File: config.mk
export PLATFORM = sky130hd
export DESIGN_NAME = sdc_bank_timing_check
export DESIGN_NICKNAME = d
export VERILOG_FILES = /design/src/rtl/sdc_pkg.sv /design/src/rtl/sdc_gap_timer.sv /design/src/rtl/sdc_cmd_rules.sv /design/src/rtl/sdc_bank_timing_check.sv
export SDC_FILE = /design/constraint.sdc
export NUM_CORES = 1
export LEC_CHECK = 0
export BUFFER_PORTS_ARGS = -buffer_cell sky130_fd_sc_hd__clkbuf_2
export CAP_MARGIN = 40
export CORE_MARGIN = 5
export CORE_UTILIZATION = 40
export CTS_CLUSTER_DIAMETER = 30
export DETAILED_ROUTE_END_ITERATION = 12
export HOLD_SLACK_MARGIN = 0.03
export PLACE_DENSITY = 0.56
export SETUP_SLACK_MARGIN = 0.2
export SKIP_LAST_GASP = 1
export SYNTH_ARGS = -nofsm -noshare
export SYNTH_HDL_FRONTEND = slang
export SYNTH_SLANG_ARGS = --single-unit
File: constraint.sdc
create_clock -name clk -period 4.9 [get_ports clk]
set_clock_uncertainty 0.2 [all_clocks]
set_input_delay 0.245 -clock clk [delete_from_list [all_inputs] [get_ports clk]]
set_output_delay 0.245 -clock clk [all_outputs]
set_load 0.1 [all_outputs]
File: src/rtl/sdc_pkg.sv
package sdc_pkg;

    localparam logic [3:0] CMD_MRS   = 4'd0;
    localparam logic [3:0] CMD_ACT   = 4'd1;
    localparam logic [3:0] CMD_MACT  = 4'd2;
    localparam logic [3:0] CMD_RD    = 4'd3;
    localparam logic [3:0] CMD_RDA   = 4'd4;
    localparam logic [3:0] CMD_WR    = 4'd5;
    localparam logic [3:0] CMD_WRA   = 4'd6;
    localparam logic [3:0] CMD_PRE   = 4'd7;
    localparam logic [3:0] CMD_PALL  = 4'd8;
    localparam logic [3:0] CMD_MPRE  = 4'd9;
    localparam logic [3:0] CMD_REF   = 4'd10;
    localparam logic [3:0] CMD_SELFX = 4'd11;
    localparam logic [3:0] CMD_BREF  = 4'd12;
    localparam logic [3:0] CMD_BREFX = 4'd13;

    localparam logic [3:0] V_NONE     = 4'd0;
    localparam logic [3:0] V_STATE    = 4'd1;
    localparam logic [3:0] V_BREFX    = 4'd2;
    localparam logic [3:0] V_MRD      = 4'd3;
    localparam logic [3:0] V_REFC     = 4'd4;
    localparam logic [3:0] V_RCD      = 4'd5;
    localparam logic [3:0] V_RAS      = 4'd6;
    localparam logic [3:0] V_RAS_AUTO = 4'd7;
    localparam logic [3:0] V_RP       = 4'd8;
    localparam logic [3:0] V_AUTO_PRE = 4'd9;
    localparam logic [3:0] V_RSVD     = 4'd10;

    typedef enum logic [1:0] {
        BK_IDLE  = 2'd0,
        BK_OPEN  = 2'd1,
        BK_BGREF = 2'd2
    } bank_st_e;

    typedef enum logic [2:0] {
        LK_NONE  = 3'd0,
        LK_MRS   = 3'd1,
        LK_REF   = 3'd2,
        LK_PRE   = 3'd3,
        LK_RDA   = 3'd4,
        LK_WRA   = 3'd5,
        LK_OTHER = 3'd6
    } last_kind_e;

    typedef struct packed {
        bank_st_e   bank;
        last_kind_e last;
        logic       viol;
        logic [3:0] code;
        logic       err;
    } mon_state_t;

endpackage

File: src/rtl/sdc_gap_timer.sv
module sdc_gap_timer #(
    parameter int CNT_W = 10
) (
    input  logic             clk,
    input  logic             rst_n,
    input  logic             restart,
    output logic [CNT_W-1:0] gap_q
);
    localparam logic [CNT_W-1:0] SAT = {CNT_W{1'b1}};

    logic [CNT_W-1:0] gap_d;

    // A restart means the next command is one cycle later; saturate otherwise.
    always_comb begin
        gap_d = gap_q;
        if (restart) begin
            gap_d = CNT_W'(1);
        end else if (gap_q != SAT) begin
            gap_d = gap_q + CNT_W'(1);
        end
    end

    always_ff @(posedge clk or negedge rst_n) begin
        if (!rst_n) begin
            gap_q <= SAT;
        end else begin
            gap_q <= gap_d;
        end
    end
endmodule

File: src/rtl/sdc_cmd_rules.sv
module sdc_cmd_rules
    import sdc_pkg::*;
#(
    parameter int T_W   = 8,
    parameter int CNT_W = 10
) (
    input  logic [3:0]       cmd_code,
    input  bank_st_e         bank,
    input  last_kind_e       last,
    input  logic [CNT_W-1:0] gap,
    input  logic [CNT_W-1:0] act_gap,
    input  logic [1:0]       cfg_burst_sel,
    input  logic [T_W-1:0]   cfg_t_mrd,
    input  logic [T_W-1:0]   cfg_t_rcd,
    input  logic [T_W-1:0]   cfg_t_ras,
    input  logic [T_W-1:0]   cfg_t_rp,
    input  logic [T_W-1:0]   cfg_t_wr,
    input  logic [T_W-1:0]   cfg_t_dal,
    input  logic [T_W-1:0]   cfg_t_refc,
    output logic [3:0]       code,
    output logic             accept
);
    localparam int W = ((CNT_W > T_W) ? CNT_W : T_W) + 3;

    logic [W-1:0] g, ag, hbl;
    logic [W-1:0] t_mrd, t_rcd, t_ras, t_rp, t_wr, t_dal, t_refc;
    logic [W-1:0] rda_reach, wra_reach, rda_rec, wra_rec;
    logic         is_act, is_access, is_pre, is_rsvd;

    assign g      = W'(gap);
    assign ag     = W'(act_gap);
    assign t_mrd  = W'(cfg_t_mrd);
    assign t_rcd  = W'(cfg_t_rcd);
    assign t_ras  = W'(cfg_t_ras);
    assign t_rp   = W'(cfg_t_rp);
    assign t_wr   = W'(cfg_t_wr);
    assign t_dal  = W'(cfg_t_dal);
    assign t_refc = W'(cfg_t_refc);

    always_comb begin
        case (cfg_burst_sel)
            2'd0:    hbl = W'(1);
            2'd1:    hbl = W'(2);
            default: hbl = W'(4);
        endcase
    end

    // Auto-precharge reach: the access end point must pass tRAS.
    assign rda_reach = ag + hbl;
    assign wra_reach = ag + hbl + W'(1) + t_wr;
    assign rda_rec   = hbl + t_rp;
    assign wra_rec   = hbl + W'(1) + t_dal;

    assign is_act    = (cmd_code == CMD_ACT) || (cmd_code == CMD_MACT);
    assign is_access = (cmd_code >= CMD_RD) && (cmd_code <= CMD_WRA);
    assign is_pre    = (cmd_code >= CMD_PRE) && (cmd_code <= CMD_MPRE);
    assign is_rsvd   = (cmd_code > CMD_BREFX);

    always_comb begin
        code = V_NONE;
        // State legality first.
        if (is_rsvd) begin
            code = V_RSVD;
        end else begin
            case (bank)
                BK_IDLE: begin
                    if (is_access)                   code = V_STATE;
                    else if (cmd_code == CMD_BREFX)  code = V_BREFX;
                end
                BK_OPEN: begin
                    if (is_act || cmd_code == CMD_MRS || cmd_code == CMD_REF ||
                        cmd_code == CMD_SELFX || cmd_code == CMD_BREF)
                        code = V_STATE;
                    else if (cmd_code == CMD_BREFX)  code = V_BREFX;
                end
                default: begin
                    if (cmd_code != CMD_BREFX)       code = V_STATE;
                end
            endcase
        end
        accept = (code == V_NONE);

        // Spacing rules for commands the state can take.
        if (accept) begin
            if (last == LK_MRS && g < t_mrd) begin
                code = V_MRD;
            end else if (last == LK_REF && g < t_refc) begin
                code = V_REFC;
            end else if (is_access) begin
                if (ag < t_rcd) begin
                    code = V_RCD;
                end else if (cmd_code == CMD_RDA && rda_reach <= t_ras) begin
                    code = V_RAS_AUTO;
                end else if (cmd_code == CMD_WRA && wra_reach <= t_ras) begin
                    code = V_RAS_AUTO;
                end
            end else if (is_pre) begin
                if (bank == BK_OPEN && ag < t_ras) code = V_RAS;
            end else if (is_act) begin
                if (last == LK_PRE && g < t_rp)            code = V_RP;
                else if (last == LK_RDA && g < rda_rec)    code = V_AUTO_PRE;
                else if (last == LK_WRA && g < wra_rec)    code = V_AUTO_PRE;
            end
        end
    end
endmodule

File: src/rtl/sdc_bank_timing_check.sv
module sdc_bank_timing_check
    import sdc_pkg::*;
#(
    parameter int T_W   = 8,
    parameter int CNT_W = 10
) (
    input  logic           clk,
    input  logic           rst_n,
    input  logic           cmd_valid,
    input  logic [3:0]     cmd_code,
    input  logic [1:0]     cfg_burst_sel,
    input  logic [T_W-1:0] cfg_t_mrd,
    input  logic [T_W-1:0] cfg_t_rcd,
    input  logic [T_W-1:0] cfg_t_ras,
    input  logic [T_W-1:0] cfg_t_rp,
    input  logic [T_W-1:0] cfg_t_wr,
    input  logic [T_W-1:0] cfg_t_dal,
    input  logic [T_W-1:0] cfg_t_refc,
    output logic           viol_pulse,
    output logic [3:0]     viol_code,
    output logic           err_sticky
);
    localparam int N_TMR = 2;
    localparam int TMR_CMD = 0;
    localparam int TMR_ACT = 1;

    mon_state_t s_d, s_q;

    logic [3:0]       rule_code;
    logic             rule_accept;
    logic             take;
    logic [N_TMR-1:0] restart;
    logic [CNT_W-1:0] gap_q [N_TMR];

    assign take             = cmd_valid && rule_accept;
    assign restart[TMR_CMD] = take;
    assign restart[TMR_ACT] = take && (cmd_code == CMD_ACT || cmd_code == CMD_MACT);

    for (genvar i = 0; i < N_TMR; i++) begin : g_tmr
        sdc_gap_timer #(.CNT_W(CNT_W)) u_tmr (
            .clk     (clk),
            .rst_n   (rst_n),
            .restart (restart[i]),
            .gap_q   (gap_q[i])
        );
    end

    sdc_cmd_rules #(.T_W(T_W), .CNT_W(CNT_W)) u_rules (
        .cmd_code      (cmd_code),
        .bank          (s_q.bank),
        .last          (s_q.last),
        .gap           (gap_q[TMR_CMD]),
        .act_gap       (gap_q[TMR_ACT]),
        .cfg_burst_sel (cfg_burst_sel),
        .cfg_t_mrd     (cfg_t_mrd),
        .cfg_t_rcd     (cfg_t_rcd),
        .cfg_t_ras     (cfg_t_ras),
        .cfg_t_rp      (cfg_t_rp),
        .cfg_t_wr      (cfg_t_wr),
        .cfg_t_dal     (cfg_t_dal),
        .cfg_t_refc    (cfg_t_refc),
        .code          (rule_code),
        .accept        (rule_accept)
    );

    always_comb begin
        s_d      = s_q;
        s_d.viol = 1'b0;
        s_d.code = V_NONE;
        if (cmd_valid) begin
            s_d.viol = (rule_code != V_NONE);
            s_d.code = rule_code;
            s_d.err  = s_q.err || (rule_code != V_NONE);
            if (rule_accept) begin
                case (cmd_code)
                    CMD_ACT, CMD_MACT: begin
                        s_d.bank = BK_OPEN;
                        s_d.last = LK_OTHER;
                    end
                    CMD_RDA: begin
                        s_d.bank = BK_IDLE;
                        s_d.last = LK_RDA;
                    end
                    CMD_WRA: begin
                        s_d.bank = BK_IDLE;
                        s_d.last = LK_WRA;
                    end
                    CMD_PRE, CMD_PALL, CMD_MPRE: begin
                        s_d.bank = BK_IDLE;
                        s_d.last = LK_PRE;
                    end
                    CMD_MRS:   s_d.last = LK_MRS;
                    CMD_REF, CMD_SELFX: s_d.last = LK_REF;
                    CMD_BREF: begin
                        s_d.bank = BK_BGREF;
                        s_d.last = LK_REF;
                    end
                    CMD_BREFX: begin
                        s_d.bank = BK_IDLE;
                        s_d.last = LK_REF;
                    end
                    default:   s_d.last = LK_OTHER;
                endcase
            end
        end
    end

    always_ff @(posedge clk or negedge rst_n) begin
        if (!rst_n) begin
            s_q <= '{bank: BK_IDLE, last: LK_NONE, viol: 1'b0, code: V_NONE, err: 1'b0};
        end else begin
            s_q <= s_d;
        end
    end

    assign viol_pulse = s_q.viol;
    assign viol_code  = s_q.code;
    assign err_sticky = s_q.err;
endmodule

==> reports/qor.yml, run 1 <==
status: "finished clean"
async_flop_share_pct: 100.0
drive_above_1_share_pct: 20.80
clock_path_buffers: 2
cts-buffers-inserted: 5
switching_share_pct: 47.55
synth-seq-cells: 31
die_area_um2: 13450
maxCapViolCount: 0
min_period_over_period_pct: 90.77
critPathRequiredTime_ps: 4840
yosysMostFrequentCell: "ha_1"
critPathMaxFanout: 5
drc_errors: 0
wirelength_mm: 11.74
postPlaceCellArea_um2: 4943
crit_arrival_ps: 4390
fp.dieW_um: 116.0
drt_iter0_drc: 144
slew_violations: 0
min_path_cells: 3
cellLeakagePower_uw: 0.002605
synth.top_cells.by_count: "ha_1 (88), inv_1 (52), nor2_1 (41), nand2_1 (35), o21ai_0 (34)"
viasPerCell: 5.465
fmax_mhz: 224.8
ys_types: 62
fin_area_um2: 5218
cts.reportedPaths.clkPinSlew_ps: 50
ant_nets: 0
initial_utilization_pct: 41.08
worst-path-stages: 18
vias: 4181
synth_area_leaders: "ha_1 (25%), dfstp_2 (12%), dfrtp_1 (6.1%), xnor2_1 (4.7%), inv_1 (4.3%)"
io_pins: 71
worst_pin_slew_ps: 802.9
diodes: 0
grt_pass1_vias: 4088
critPathLaunchType: "register"
grt_max_degree: 32
yosysWarnings: 0
p_comb_share_pct: 65.3
cts_root_buffer: "clkbuf_16"
critPathBufInv: 0
synthCells: 556
nNetsFinal: 779
path_cells: "ha_2 -> a31oi_1 -> and3_4 -> xnor2_2 -> ha_1 -> o21a_1 -> o31a_1 -> o21a_1 -> nor2_2 -> xnor2_1 -> ha_1 -> nand3_1 -> nand2b_4 -> a22oi_2 -> a2111o_1 -> a21boi_4 -> a41oi_2 -> or4_1"
slowest_delay_ps: 550
ys_seq_area_share_pct: 17.83
p_sw_uw: 1226
core-area_um2: 10940
setup_viol: 0
synth-edff-count: 0
p_clk_share_pct: 11.5
die_h_um: 116.0
h-tree-depth: 2
internal-power_uw: 1353
slew_headroom_pct: 46.47
yosysTopAreaCell: "ha_1"
power_frac_seq_pct: 23.2
insertion_delay_ps: 270
rows: 38
cts.sinks: 31
critPathCaptureType: "register"
fin_setup_tns_ps: 0
min_path_type: "in -> reg"
rsz0062_at_grt: "no"
portBuffers: 70
synth_area_um2: 4492
grt_antenna_before_repair: 0
drt_pass1_iterations: 4
globalRouteOverflowTotal: 0
min_period_ps: 4448
grt_pass1_wl_mm: 19.40
rr_worst_depth: 18
critPathSlowestCell: "dfstp_2"
grt_usage_pct: 17.71
cts_tree: "built"
hpwlAfterDp_mm: 9.669
finalHoldViolCount: 0
cp_top_family: "compound AO/OA/AOI/OAI gates"
ys.flop_type: "dfstp_2"
p_per_area_nw_per_um2: 494.3
wl_per_cell_um: 15.34
synth_nets: 711
synth_top_area_share_pct: 24.51
routabilityCongestion: 0.8267
syn_area_per_cell_um2: 8.079
peakVddDrop_v: 0.0003232
area_growth_pct: 16.16
path_class: "reg -> reg"
==> flip-flops by register name, indices dropped and copies added (netlist names) <==
signal,flops
err_sticky,1
g_tmr.u_tmr.gap_q,20
s_q,5
viol_code,4
viol_pulse,1
==> routing by layer <==
metal | vias up | track usage (%) | share of wire (%)
li1 | 2129 | - | -
met2 | 83 | 29.80 | 47
met4 | 0 | 3.944 | 0.74
met5 | - | 0 | 0
met3 | 8 | 1.462 | 3.6
met1 | 1961 | 24.78 | 49
==> layout make-up <==
| cell class | instances | area (µm²) |
|---|---|---|
| Sequential cell | 31 | 800.8 |
| Tap cell | 140 | 175.2 |
| Clock inverter | 1 | 5.005 |
| Fill cell | 1100 | 5718 |
| Timing Repair Buffer | 80 | 427.9 |
| Clock buffer | 7 | 132.6 |
| Multi-Input combinational cell | 453 | 3477 |
| Inverter | 53 | 198.9 |
==> power groups by stage <==
stage / sequential (µW) / combinational, µW / clock, µW
6_report: 599 / 1680 / 295
5_1_grt: 622 / 1910 / 313
4_1_cts: 606 / 1560 / 302
3_5_place_dp: 607 / 1560 / 0
3_3_place_gp: 608 / 1510 / 0
2_1_floorplan: 522 / 1240 / 0
==> final timing paths <==
path / start / end / slack, ps
max: g_tmr[1].u_tmr.gap_q[2]$_DFFE_PN1P_ / err_sticky$_DFFE_PN0P_ / 450
max in group asynchronous: rst_n / s_q[7]$_DFFE_PN0P_ / 3600
min reg2reg: s_q[8]$_DFFE_PN0P_ / s_q[8]$_DFFE_PN0P_ / 320
max reg2reg: g_tmr[1].u_tmr.gap_q[2]$_DFFE_PN1P_ / err_sticky$_DFFE_PN0P_ / 450
min: cmd_valid / viol_code[0]$_DFF_PN0_ / 100
min in group asynchronous: rst_n / s_q[9]$_DFFE_PN0P_ / 390
==> through the flow <==
stage	total power, µW	util, %	worst slack (ps)	std cells	hold slack, ps
finish	2579	47.71	452.1	765	101.2
global route	2841	47.71	177.5	765	112.9
CTS	2472	46.59	246.3	758	97.41
detailed placement	2162	45.21	88.86	749	182.4
global placement	2122	45.21	274.4	749	179.3
floorplan	1762	-	742.5	556	-250.6
==> worst register-to-register path: stages, from the launching register on <==
cell      delay (ps)
dfstp_2          550
ha_2             310
a31oi_1          190
and3_4           250
xnor2_2           90
ha_1             350
o21a_1           180
o31a_1           130
o21a_1           190
nor2_2            90
xnor2_1           70
ha_1             290
nand3_1          110
nand2b_4         150
a22oi_2          160
a2111o_1         170
a21boi_4         210
a41oi_2          160
or4_1            480
==> placed cells by master (no fill, tap or decap), drive strengths merged, types with 11 or more instances in the layout <==
master and n:
clkbuf 77, xor2 13, nand2 35, nand3 18, dfrtp 11, ha 88
nor2b 16, a21o 17, xnor2 24, dfstp 20, inv 52, and3 12
nand2b 13, a21oi 30, nor2 41, o21ai 34
==> logic make-up (layout without fill, tap and decap cells) <==
family	count (synthesis)	after routing	synth area share, %
flip-flops	31	31	17.83
adder cells (fa/ha/maj)	91	91	25.63
AO/OA/AOI/OAI	144	144	21.50
other	1	1	0.08349
multiplexers	6	6	1.337
buffers and inverters	72	141	6.407
XOR/XNOR	37	37	7.214
AND/OR/NAND/NOR	174	174	20.00
==> repair_timing <==
action,4_1_cts,5_1_grt
buffers inserted,0,7
pin swaps,0,6
endpoints found under the hold margin,11,0
hold buffers,1,0
gates resized for setup,1,15
endpoints found under the setup margin,2,2
(Power assumes the default switching activity.)
==> run 2, diff against run 1 <==
--- a/config.mk
+++ b/config.mk
@@ -5,6 +5,7 @@
 export SDC_FILE = /design/constraint.sdc
 export NUM_CORES = 1
 export LEC_CHECK = 0
+export ABC_AREA = 1
 export BUFFER_PORTS_ARGS = -buffer_cell sky130_fd_sc_hd__clkbuf_2
 export CAP_MARGIN = 40
 export CORE_MARGIN = 5
@@ -12,7 +13,7 @@
 export CTS_CLUSTER_DIAMETER = 30
 export DETAILED_ROUTE_END_ITERATION = 12
 export HOLD_SLACK_MARGIN = 0.03
-export PLACE_DENSITY = 0.56
+export PLACE_DENSITY = 0.55
 export SETUP_SLACK_MARGIN = 0.2
 export SKIP_LAST_GASP = 1
 export SYNTH_ARGS = -nofsm -noshare
==> run 2 against run 1 <==
  * Highest routed layer unchanged
  * Die area is 4.1% higher
  * Sequential share of layout area is 0.65 points lower
  * Synthesized area is 4.5% higher
  * Worst hold slack worse by 45 ps
  * Cell area is 4.4% higher
  * Register-to-register slack better by 250 ps
  * Synthesized cell count is 21% higher
  * Via count is 7.0% higher
  * Clock-buffer cell count is 1 lower
==> reports/qor.yml, run 2 <==
diodes: 0  # unchanged
async_flop_share_pct: 100.0  # unchanged
grt_usage_pct: 16.95  # -0.75 points
drc_errors: 0  # unchanged
worst_pin_slew_ps: 639.2  # -163.8 ps
syn_area_per_cell_um2: 6.974  # -14%
top_register: "g_tmr.u_tmr.gap_q"
core-area_um2: 11470  # +4.9%
rr_worst_depth: 32  # +14
min_period_over_period_pct: 85.70  # -5.1 points
vias: 4473  # +7.0%
critPathRequiredTime_ps: 4920  # +80 ps
path_class: "reg -> reg"
post-route-util_pct: 47.51  # -0.20 points
drive_above_1_share_pct: 19.33  # -1.5 points
setup_viol: 0  # unchanged
yosysWarnings: 0  # unchanged
yosysTopAreaCell: "ha_1"
rows: 39  # +2.6%
routabilityCongestion: 0.8704  # +5.3%
finalHoldViolCount: 0  # unchanged
drt_iter0_drc: 235  # +63%
status: "finished clean"
min_path_cells: 3  # unchanged
highest_layer: "met4"
ys.flop_type: "dfstp_2"
min_path_type: "in -> reg"
fmax_mhz: 238.1  # +5.9%
final_common_cell: "nand2_1"
synthCells: 673  # +21%
pre_cts_ws_ps: 571.5  # +482.6 ps
insertion_delay_ps: 280  # about the same
cp_top_family: "simple AND/OR/NAND/NOR gates"
nNetsFinal: 904  # +16%
grt_max_degree: 32  # unchanged
area_growth_pct: 16.08  # about the same
synth_top_area_share_pct: 23.46  # -1.1 points
ys_types: 43  # -31%
timing.final.ws_setup_ps: 700.9  # +248.9 ps
critPathLaunchType: "register"
cts.sinks: 31  # unchanged
drt_pass1_iterations: 5  # +1
cts.reportedPaths.clkPinSlew_ps: 50  # about the same
yosysMostFrequentCell: "nand2_1"
grt_pass1_vias: 4320  # +5.7%
synth_area_um2: 4693  # +4.5%
mostFrequentLayoutCells: "nand2_1 (132), inv_1 (130), ha_1 (87), clkbuf_2 (70), a21oi_1 (43)"
fp.dieW_um: 118.3  # +2.0%
fin_setup_tns_ps: 0  # unchanged
h-tree-depth: 2  # unchanged
nFillCells: 1178  # +7.1%
rsz0062_at_grt: "no"
ys_seq_area_share_pct: 17.06  # -0.77 points
synth_nets: 828  # +16%
initial_utilization_pct: 40.93  # -0.15 points
cellLeakagePower_uw: 0.003097  # +19%
slew_violations: 0  # unchanged
critPathMaxFanout: 5  # unchanged
wl_met3_um: 492  # +17%
wl_per_cell_um: 13.46  # -12%
die_h_um: 118.3  # +2.0%
critPathCaptureType: "register"
critPathSlowestCell: "dfstp_2"
crit_arrival_ps: 4220  # -170 ps
synth-seq-cells: 31  # unchanged
synth_area_leaders: "ha_1 (23%), dfstp_2 (11%), nand2_1 (11%), inv_1 (10%), dfrtp_1 (5.9%)"
peakVddDrop_v: 0.0002624  # -19%
wirelength_mm: 12.02  # +2.4%
maxCapViolCount: 0  # unchanged
grt_pass1_wl_mm: 19.93  # +2.7%
critPathBufInv: 4  # +4
slew_headroom_pct: 57.00  # +11 points
portBuffers: 70  # unchanged
hpwlAfterDp_mm: 10.17  # +5.1%
synth.top_cells.by_count: "nand2_1 (132), inv_1 (130), ha_1 (88), a21oi_1 (44), nor2_1 (43)"
min_period_ps: 4199  # -248.9 ps
die_area_um2: 14000  # +4.1%
clock_path_buffers: 2  # unchanged
p_per_area_nw_per_um2: 474.4  # -4.0%
cts-buffers-inserted: 5  # unchanged
cts_tree: "built"
grt_antenna_before_repair: 0  # unchanged
drt-met1-wl_mm: 5.682  # -1.3%
worst-path-stages: 32  # +14
largest_reg_flops: 20  # unchanged
synth-edff-count: 0  # unchanged
worst_path_most_repeated_cell: "nand2_1"
io_pins: 71  # unchanged
ant_nets: 0  # unchanged
viasPerCell: 5.009  # -8.4%
slowest_delay_ps: 570  # +20 ps
globalRouteOverflowTotal: 0  # unchanged
dr_wl_met2_mm: 5.705  # +4.2%
cts_root_buffer: "clkbuf_16"
-- run 2: timing repair --
action | in CTS | in global routing
setup buffers | 0 | 3
endpoints found under the hold margin | 11 | 0
setup endpoints to repair | 0 | 3
gates resized for setup | 0 | 5
hold buffers | 1 | 0
-- run 2: per-stage QoR --
stage / hold WS (ps) / instance area [µm²] / total power, µW / instances
after floorplan: -250.6 / 4693 / 1773 / 673
after global placement: 181.6 / 5182 / 2106 / 880
after detailed placement: 189.5 / 5182 / 2131 / 880
after global routing: 62.51 / 5448 / 2885 / 893
after CTS: 52.93 / 5381 / 2558 / 889
final: 55.92 / 5448 / 2584 / 893
-- run 2: layout make-up --
| class | instances | area, µm² | share of cell area, % |
|---|---|---|---|
| Inverter | 134 | 516.7 | 9.486 |
| Sequential cell | 31 | 800.8 | 14.70 |
| Clock inverter | 2 | 60.06 | 1.102 |
| Tap cell | 143 | 178.9 | 3.284 |
| Timing Repair Buffer | 75 | 402.9 | 7.395 |
| Multi-Input combinational cell | 502 | 3359 | 61.67 |
| Clock buffer | 6 | 128.9 | 2.366 |
-- run 2: cell families (layout without fill, tap and decap cells) --
group           Yosys count  count (layout)  share of synthesized area (%)
flops                    31              31                          17.06
compound gates          108             108                          13.14
simple gates            269             269                          27.19
fa+ha+maj                90              90                          24.31
xor+xnor                 34              34                          6.345
other cells               1               1                        0.07990
buf+inv                 140             217                          11.86
-- run 2: worst register-to-register path, delay by kind of cell, from the launching register on --
kind | cells | cell delay, ps
AND/OR/NAND/NOR | 19 | 1320
adder cells (fa/ha/maj) | 3 | 740
AO/OA/AOI/OAI | 4 | 630
flip-flops | 1 | 570
buffers and inverters | 4 | 340
XOR/XNOR | 2 | 320
-- run 2: layer usage --
layer	vias to the layer above	track usage, %
li1	2349	-
met2	68	28.55
met1	2046	22.71
met3	10	3.200
met4	0	3.369
met5	-	0
-- run 2: path summary, 6_finish.rpt --
path                                                      from                                  end  slack [ps]
hold / removal                                       cmd_valid               viol_code[0]$_DFF_PN0_          60
hold reg to reg                         err_sticky$_DFFE_PN0P_               err_sticky$_DFFE_PN0P_         290
min in group asynchronous                                rst_n  g_tmr[1].u_tmr.gap_q[4]$_DFFE_PN1P_         420
setup / recovery           g_tmr[1].u_tmr.gap_q[1]$_DFFE_PN1P_               err_sticky$_DFFE_PN0P_         700
max in group asynchronous                                rst_n  g_tmr[1].u_tmr.gap_q[0]$_DFFE_PN1P_        3820
setup reg to reg           g_tmr[1].u_tmr.gap_q[1]$_DFFE_PN1P_               err_sticky$_DFFE_PN0P_         700
-- run 2: report_power, final --
| part | leakage (µW) | total (µW) | switching (µW) | internal, µW |
|---|---|---|---|---|
| Combinational | 0.00266 | 1650 | 995 | 659 |
| Sequential | 0.000345 | 525 | 141 | 384 |
| Clock | 0.0000911 | 406 | 114 | 291 |
